==> config.mk <==
export PLATFORM = sky130hd
export DESIGN_NAME = axi_decerr_slave
export DESIGN_NICKNAME = d
export VERILOG_FILES = /design/src/rtl/axi_decerr_pkg.sv /design/src/rtl/axi_decerr_ctrl.sv /design/src/rtl/axi_decerr_dp.sv /design/src/rtl/axi_decerr_slave.sv
export SDC_FILE = /design/constraint.sdc
export NUM_CORES = 1
export LEC_CHECK = 0
export ABC_AREA = 1
export BUFFER_PORTS_ARGS = -buffer_cell sky130_fd_sc_hd__clkbuf_2
export CORE_MARGIN = 1
export CORE_UTILIZATION = 48
export CTS_BUF_LIST = sky130_fd_sc_hd__clkbuf_4
export DETAILED_ROUTE_END_ITERATION = 10
export GPL_TIMING_DRIVEN = 0
export PLACE_DENSITY = 0.91
export SKIP_LAST_GASP = 1
export SLEW_MARGIN = 20
export SYNTH_ARGS = -nofsm -noshare
export SYNTH_HDL_FRONTEND = slang
export SYNTH_SLANG_ARGS = --single-unit
==> constraint.sdc <==
create_clock -name clk -period 1.75 [get_ports clk]
set_input_delay 0.175 -clock clk [delete_from_list [all_inputs] [get_ports clk]]
set_output_delay 0.175 -clock clk [all_outputs]
set_load 0.02 [all_outputs]
==> src/rtl/axi_decerr_pkg.sv <==
package axi_decerr_pkg;

  localparam logic [1:0] RESP_DECERR = 2'b11;

  typedef enum logic [0:0] {
    RD_IDLE  = 1'b0,
    RD_BURST = 1'b1
  } rdState_e;

  typedef enum logic [1:0] {
    WR_IDLE = 2'b00,
    WR_DATA = 2'b01,
    WR_RESP = 2'b10
  } wrState_e;

  // Strobes from control to datapath
  typedef struct packed {
    logic rdCapture;  // latch read ID and length, clear beat count
    logic rdAdvance;  // a non-final read beat was handshaken
    logic wrCapture;  // latch write ID
  } dpStrobe_t;

endpackage

==> src/rtl/axi_decerr_ctrl.sv <==
module axi_decerr_ctrl
  import axi_decerr_pkg::*;
(
  input  logic      clk,
  input  logic      rstN,
  input  logic      arValid,
  input  logic      rReady,
  input  logic      awValid,
  input  logic      wValid,
  input  logic      wLast,
  input  logic      bReady,
  input  logic      rdFinalBeat,
  output logic      arReady,
  output logic      rValid,
  output logic      awReady,
  output logic      wReady,
  output logic      bValid,
  output dpStrobe_t strobe
);

  rdState_e rdState, rdNext;
  wrState_e wrState, wrNext;

  logic arFire, rFire, awFire, wFire, bFire;

  // Handshake flags, decoded from the registered state
  always_comb begin
    arReady = (rdState == RD_IDLE);
    rValid  = (rdState == RD_BURST);
    awReady = (wrState == WR_IDLE);
    wReady  = (wrState == WR_DATA);
    bValid  = (wrState == WR_RESP);
  end

  assign arFire = arValid & arReady;
  assign rFire  = rValid & rReady;
  assign awFire = awValid & awReady;
  assign wFire  = wValid & wReady;
  assign bFire  = bValid & bReady;

  // Read side
  always_comb begin
    rdNext = rdState;
    unique case (rdState)
      RD_IDLE:  if (arFire) rdNext = RD_BURST;
      RD_BURST: if (rFire && rdFinalBeat) rdNext = RD_IDLE;
      default:  rdNext = RD_IDLE;
    endcase
  end

  // Write side
  always_comb begin
    wrNext = wrState;
    unique case (wrState)
      WR_IDLE: if (awFire) wrNext = WR_DATA;
      WR_DATA: if (wFire && wLast) wrNext = WR_RESP;
      WR_RESP: if (bFire) wrNext = WR_IDLE;
      default: wrNext = WR_IDLE;
    endcase
  end

  always_comb begin
    strobe           = '0;
    strobe.rdCapture = arFire;
    strobe.rdAdvance = rFire & ~rdFinalBeat;
    strobe.wrCapture = awFire;
  end

  always_ff @(posedge clk) begin
    if (!rstN) begin
      rdState <= RD_IDLE;
      wrState <= WR_IDLE;
    end else begin
      rdState <= rdNext;
      wrState <= wrNext;
    end
  end

endmodule

==> src/rtl/axi_decerr_dp.sv <==
module axi_decerr_dp
  import axi_decerr_pkg::*;
#(
  parameter int ID_W   = 4,
  parameter int LEN_W  = 8,
  parameter int DATA_W = 32
) (
  input  logic              clk,
  input  logic              rstN,
  input  dpStrobe_t         strobe,
  input  logic [ID_W-1:0]   arId,
  input  logic [LEN_W-1:0]  arLen,
  input  logic [ID_W-1:0]   awId,
  output logic [ID_W-1:0]   rId,
  output logic [DATA_W-1:0] rData,
  output logic [1:0]        rResp,
  output logic              rLast,
  output logic [ID_W-1:0]   bId,
  output logic [1:0]        bResp,
  output logic              rdFinalBeat
);

  logic [ID_W-1:0]  rdIdQ;
  logic [LEN_W-1:0] rdLenQ;
  logic [LEN_W-1:0] rdCntQ;
  logic [ID_W-1:0]  wrIdQ;

  always_ff @(posedge clk) begin
    if (!rstN) begin
      rdIdQ  <= '0;
      rdLenQ <= '0;
      rdCntQ <= '0;
    end else if (strobe.rdCapture) begin
      rdIdQ  <= arId;
      rdLenQ <= arLen;
      rdCntQ <= '0;
    end else if (strobe.rdAdvance) begin
      rdCntQ <= rdCntQ + 1'b1;
    end
  end

  always_ff @(posedge clk) begin
    if (!rstN) begin
      wrIdQ <= '0;
    end else if (strobe.wrCapture) begin
      wrIdQ <= awId;
    end
  end

  assign rdFinalBeat = (rdCntQ == rdLenQ);
  assign rLast       = rdFinalBeat;
  assign rId         = rdIdQ;
  assign rData       = '0;
  assign rResp       = RESP_DECERR;
  assign bId         = wrIdQ;
  assign bResp       = RESP_DECERR;

endmodule

==> src/rtl/axi_decerr_slave.sv <==
module axi_decerr_slave
  import axi_decerr_pkg::*;
#(
  parameter int ID_W   = 4,
  parameter int LEN_W  = 8,
  parameter int DATA_W = 32
) (
  input  logic              clk,
  input  logic              rstN,
  input  logic [ID_W-1:0]   arId,
  input  logic [LEN_W-1:0]  arLen,
  input  logic              arValid,
  output logic              arReady,
  output logic [ID_W-1:0]   rId,
  output logic [DATA_W-1:0] rData,
  output logic [1:0]        rResp,
  output logic              rLast,
  output logic              rValid,
  input  logic              rReady,
  input  logic [ID_W-1:0]   awId,
  input  logic              awValid,
  output logic              awReady,
  input  logic              wLast,
  input  logic              wValid,
  output logic              wReady,
  output logic [ID_W-1:0]   bId,
  output logic [1:0]        bResp,
  output logic              bValid,
  input  logic              bReady
);

  dpStrobe_t strobe;
  logic      rdFinalBeat;

  axi_decerr_ctrl u_ctrl (
    .clk        (clk),
    .rstN       (rstN),
    .arValid    (arValid),
    .rReady     (rReady),
    .awValid    (awValid),
    .wValid     (wValid),
    .wLast      (wLast),
    .bReady     (bReady),
    .rdFinalBeat(rdFinalBeat),
    .arReady    (arReady),
    .rValid     (rValid),
    .awReady    (awReady),
    .wReady     (wReady),
    .bValid     (bValid),
    .strobe     (strobe)
  );

  axi_decerr_dp #(
    .ID_W  (ID_W),
    .LEN_W (LEN_W),
    .DATA_W(DATA_W)
  ) u_dp (
    .clk        (clk),
    .rstN       (rstN),
    .strobe     (strobe),
    .arId       (arId),
    .arLen      (arLen),
    .awId       (awId),
    .rId        (rId),
    .rData      (rData),
    .rResp      (rResp),
    .rLast      (rLast),
    .bId        (bId),
    .bResp      (bResp),
    .rdFinalBeat(rdFinalBeat)
  );

endmodule

==> flow_summary.toml, run 1 <==
[run_status]
outcome = "complete, no violations"

[grt]
grt_overflow_total = 0
grt_first_pass_wirelength_mm = 4.74
grt_pass1_vias = 1143
use_met2 = 0.323
grt.busiest_layer = "met2"
grt_max_degree = 18
grt_usage = 0.180
met1_usage = 0.215
antenna_found_initial = 0
grtUsageMet3 = 0.0264

[cells_and_area]
fin_area_um2 = 1970
instances_no_fill = 333
drive_gt1_frac = 0.360
nets = 315
syn2layout_area_growth_pct = 26.8
num_antenna_cells = 0

[drt]
drc = 0
wl_mm = 2.95
dr.pass1.iters = 4
first_iter_violations = 36
wire_per_inst_um = 8.86
vias = 1375
ant_nets = 0
avgViaCountPerCell = 4.13

[sta]
clock_skew_ns = 0.0101
fin_setup_tns_ns = 0
fmax_mhz = 622
finalCriticalPeriod_ns = 1.61
fin_crit_sh = 0.919
final_max_slew_viol_count = 0
finalHoldViolCount = 0
whs_ns = 0.0478
setup_ws_ns = 0.142
setup_viol = 0
rsz0062_at_grt = "false"

[critical_path]
crit_fanout = 11
worstPathRequired_ns = 1.57
crit_type = "register to output port"
cp-end-kind = "output port"
crit_path_start_kind = "register"
arrival_ns = 1.43

[die]
design.die.area_um2 = 3470
rows = 20
die_h_um = 58.9
core_area_um2 = 3050
start_util = 0.510
ios = 74
die_w_um = 58.9

[logic_synthesis]
synth_area_per_cell_um2 = 7.27
synth_xor_area_frac = 0.0450
synth_top_family_by_area = "buffers and inverters"
synthAdderAreaFrac = 0.00804
syn-cell-area_um2 = 1560
yosysSeqAreaShare = 0.347
synth_compound_area_frac = 0.103
yosysUniqueCellTypes = 24
yosys.area_share.simple = 0.242
syn_inst = 214
synth.area.mux_share = 0
synth-seq-cells = 27
ys_warn_count = 0

[clock_tree]
h-tree-depth = 1
cts_made_buffers = 3
clk_latency_ns = 0.33
clkTransAtPathRegs_ns = 0.16
clockBufferDepth = 2
root_buffer = "clkbuf_4"
cts_tree = "yes"
cts.sinks = 27

[pwr]
seqPwrFrac = 0.494
clockPowerShare = 0.208
switching_share = 0.341
power_density_nw_per_um2 = 700
p_int_w = 0.000910
ir_worst_vdd_mv = 0.535
p_leak_nw = 1.03
p_sw_w = 0.000472
power_frac_comb = 0.298

[placement]
io_buffers = 37
post-dp-hpwl_mm = 2.36
place_ws_ns = 0.303
dp.cells = 329
placed_area_um2 = 1920
gp_congestion = 0.821

[min_path]
hold_class = "input port to register"

[job]
maxCapViolations = 0
## what timing repair did
item                       4_1_cts  5_1_grt
gates resized for setup          7        7
pin swaps                        0        2
gates cloned                     0        0
setup endpoints to repair        1        1
hold buffers                     0        0
setup buffers                    1        0
## cell usage after synthesis
library cell	number	area share
ha_1	1	0.0080
inv_2	5	0.012
buf_4	36	0.17
nor2_4	1	0.0072
o21ai_0	16	0.051
clkbuf_1	1	0.0024
nand3_1	7	0.023
xor2_1	1	0.0056
nand2_1	31	0.075
buf_6	1	0.0072
dfxtp_1	27	0.35
buf_12	1	0.013
nor2_2	2	0.0080
nand2_2	1	0.0040
o21ai_1	1	0.0032
nand4_1	1	0.0040
a21oi_1	15	0.048
buf_2	1	0.0032
inv_1	16	0.039
xnor2_1	7	0.039
conb_1	2	0.0048
nand2_4	1	0.0072
nor2_1	34	0.082
nand3_2	5	0.032
## worst paths after layout
check                                     from        endpoint  slack [ns]  depth (start not counted)
worst min-delay path                  arLen[1]  u_dp.rdLenQ[1]        0.05                          3
worst max-delay path            u_dp.rdCntQ[2]           rLast        0.14                          9
worst min register to register  u_dp.rdLenQ[0]  u_dp.rdLenQ[0]        0.48                          2
worst max register to register  u_dp.rdCntQ[2]  u_dp.rdCntQ[1]        0.28                         11
## power by group through the flow
stage | clock, W | combinational, W | sequential, W
2_1_floorplan | 0 | 0.000307 | 0.000713
3_3_place_gp | 0 | 0.000405 | 0.000694
3_5_place_dp | 0 | 0.000412 | 0.000696
4_1_cts | 0.000296 | 0.000421 | 0.000682
5_1_grt | 0.000319 | 0.000457 | 0.000687
6_report | 0.000288 | 0.000412 | 0.000682
## logic make-up after synthesis
group / Yosys count
other: 2
buffers and inverters: 61
DFF: 27
AOI/OAI and AO/OA: 32
xor gates and xnor gates: 8
and+or+nand+nor: 83
adders and majority gates: 1
## registers in the layout, summed over array words and instances (netlist names)
signal and count:
u_dp.rdLenQ 8, u_ctrl.rValid 1, u_dp.bId 4, u_dp.rdCntQ 8, u_ctrl.wrState 2, u_dp.rId 4
## metrics by stage
step,util,total power [W]
final,0.646,0.00138
after global routing,0.646,0.00146
after CTS,0.647,0.00140
after detailed placement,0.630,0.00111
after global placement,0.630,0.00110
after floorplan,-,0.00102
## routing by layer
| layer | wire length [um] | share of wire | up-vias |
|---|---|---|---|
| met5 | 0 | 0 | - |
| met4 | 53 | 0.018 | 0 |
| met3 | 124 | 0.042 | 7 |
| met2 | 1500 | 0.51 | 40 |
| met1 | 1280 | 0.43 | 580 |
| li1 | - | - | 748 |
## cell type report
cell class              count  area [um2]
plain buffers              39         290
clock buffers               3        22.5
clock inverters             1        8.76
fillers                   300        1080
inverters                  21        78.8
multi-input cells         160         764
flip-flops and latches     27         554
well taps                  44        55.1
repair buffers             38         199
## worst max-delay path, cell delays in order (launching register included)
cell and delay [ns]:
dfxtp_2 0.35, buf_6 0.13, inv_2 0.04, nand2_1 0.04, nand2_1 0.07, nand2_2 0.07
nor2_4 0.10, nand2_4 0.12, inv_1 0.09, buf_6 0.11
## cell usage in the layout, fill, tap and decap left out
master / count
dfxtp_4: 2
nor2_4: 1
o21ai_1: 1
inv_1: 16
nor2_1: 33
buf_2: 1
dfxtp_1: 20
clkbuf_1: 1
xnor2_1: 6
nand2_1: 31
clkbuf_4: 3
nand4_1: 1
a21oi_1: 15
nor2_2: 3
o21ai_0: 16
inv_6: 1
nand3_1: 7
xnor2_2: 1
nand2_2: 1
ha_1: 1
buf_4: 37
nand2_4: 1
dfxtp_2: 5
buf_6: 2
nand3_2: 5
inv_2: 5
xor2_1: 1
clkbuf_2: 36
conb_1: 36
No activity file was read; power rests on OpenSTA's default activity.
==> run 2, diff against run 1 <==
==> constraint.sdc (replaced) <==
create_clock -name clk -period 1.75 [get_ports clk]
set_input_delay 0.4375 -clock clk [delete_from_list [all_inputs] [get_ports clk]]
set_output_delay 0.4375 -clock clk [all_outputs]
set_load 0.02 [all_outputs]
==> run 2 against run 1 <==
Effect of this change: maximum frequency fell by 7.2%; global-route usage rose by 0.97 points; utilization rose by 2.0 points; count of clock-buffer cells in the layout did not move; hold slack improved by 0.26 ns; design area rose by 3.0%; critical path depth fell by 2; critical endpoint unchanged; largest cell class unchanged.
==> flow_summary.toml, run 2 (synthesized netlist as in run 1, its figures left out) <==
[grt]
grt_max_degree = 18
grt_pass1_vias = 1182
grt_first_pass_wirelength_mm = 4.97
grt_overflow_total = 0
antenna_found_initial = 0
grt_usage = 0.190

[critical_path]
r2r-start = "u_dp.rdCntQ[2]"
r2r-end = "u_dp.rdCntQ[1]"
worstPathRequired_ns = 1.31
cp-end-kind = "output port"
crit_fanout = 7
crit_path_start_kind = "register"
rrSetupSlack_ns = 0.09
reg2reg_depth = 11
arrival_ns = 1.30
crit_type = "register to output port"

[placement]
place_ws_ns = 0.0400
post-dp-hpwl_mm = 2.36
gp_congestion = 0.821
dp.cells = 329
io_buffers = 37

[sta]
fin_setup_tns_ns = 0
whs_ns = 0.308
final_max_slew_viol_count = 0
finalCriticalPeriod_ns = 1.73
fmax_mhz = 577
rsz0062_at_grt = "true"
setup_ws_ns = 0.0168
setup_viol = 0
fin_crit_sh = 0.990
finalHoldViolCount = 0
clock_skew_ns = 0.0148

[min_path]
worstHoldStart = "arLen[1]"
whs_endpoint = "u_dp.rdLenQ[1]"
hold_class = "input port to register"
whs_path_depth = 3

[die]
die_h_um = 58.9
start_util = 0.510
design.die.area_um2 = 3470
die_w_um = 58.9
core_area_um2 = 3050
rows = 20
ios = 74

[pwr]
power_density_nw_per_um2 = 693
ir_worst_vdd_mv = 0.542
p_leak_nw = 1.06

[run_status]
outcome = "complete, no violations"

[clock_tree]
clockBufferDepth = 2
h-tree-depth = 1
cts.sinks = 27
cts_tree = "yes"
cts_made_buffers = 3
root_buffer = "clkbuf_4"
clk_latency_ns = 0.34
clkTransAtPathRegs_ns = 0.16

[cells_and_area]
final_common_cell = "buf_4"
instances_no_fill = 338
nets = 320
final_util = 0.666
mostFrequentLayoutCells = "buf_4, conb_1, clkbuf_2, nor2_1, nand2_1"
reg_top3 = "u_dp.rdCntQ: 8 flops, u_dp.rdLenQ: 8 flops"
syn2layout_area_growth_pct = 30.6
num_antenna_cells = 0
drive_gt1_frac = 0.405

[drt]
avgViaCountPerCell = 4.15
wl_mm = 3.11
wire_per_inst_um = 9.21
drc = 0
first_iter_violations = 39
ant_nets = 0
dr.pass1.iters = 4
vias = 1402

[job]
maxCapViolations = 0
run 2: cell count changes in the layout (fill, tap and decap cells not counted):
cell     previous run  this run
xnor2_2             1         3
buf_4              37        43
buf_8               0         1
inv_1              16        14
inv_2               5         7
xnor2_1             6         4
dfxtp_2             5        11
dfxtp_1            20        14
buf_6               2         0
run 2: cell type report:
class,count,area [um2]
multi-input combinational,160,779
buffer,38,279
fill,286,1020
sequential,27,562
clock inverter,1,8.76
tap,44,55.1
inverter,21,78.8
timing repair buffer,44,248
clock buffer,3,22.5
run 2: worst max-delay path by stage:
stage	from	endpoint	slack, ns	depth (start not counted)
4_1_cts	u_dp.rdLenQ[5]	rLast	-0.002	6
5_1_grt	u_dp.rdCntQ[6]	rLast	-0.09	6
3_3_place_gp	u_dp.rdCntQ[5]	rLast	0.08	7
2_1_floorplan	u_dp.rdCntQ[5]	rLast	0.21	6
6_report	u_dp.rdCntQ[2]	rLast	0.02	7
3_5_place_dp	u_dp.rdCntQ[5]	rLast	0.04	7
run 2: timing repair:
action                     4_1_cts  5_1_grt
pin swaps                        5        4
setup buffers                    6        1
setup endpoints to repair        1        1
hold buffers                     0        0
resized for setup               17        7
run 2: routing by layer:
| layer | vias to the layer above | wire (um) | global-route usage |
|---|---|---|---|
| met5 | - | 0 | 0 |
| met4 | 0 | 40 | 0.0680 |
| met3 | 5 | 131 | 0.0308 |
| met2 | 43 | 1590 | 0.349 |
| met1 | 598 | 1350 | 0.221 |
| li1 | 756 | - | - |
run 2: power by group:
part           switching [W]  internal [W]
sequential         0.0000300      0.000656
clock               0.000196     0.0000933
combinational       0.000256      0.000177
run 2: critical path, stage by stage (launching register included):
cell and delay (ns):
dfxtp_2 0.44, nand2_1 0.07, nand2_1 0.07, nand2_2 0.06
nor2_4 0.10, nand2_4 0.06, inv_2 0.06, buf_8 0.10
run 2: stage by stage:
stage / total power [W] / instance area [um2]
after floorplan: 0.00102 / 1680
after global placement: 0.00110 / 1920
after detailed placement: 0.00111 / 1920
after CTS: 0.00140 / 2010
after global routing: 0.00149 / 2030
final: 0.00141 / 2030
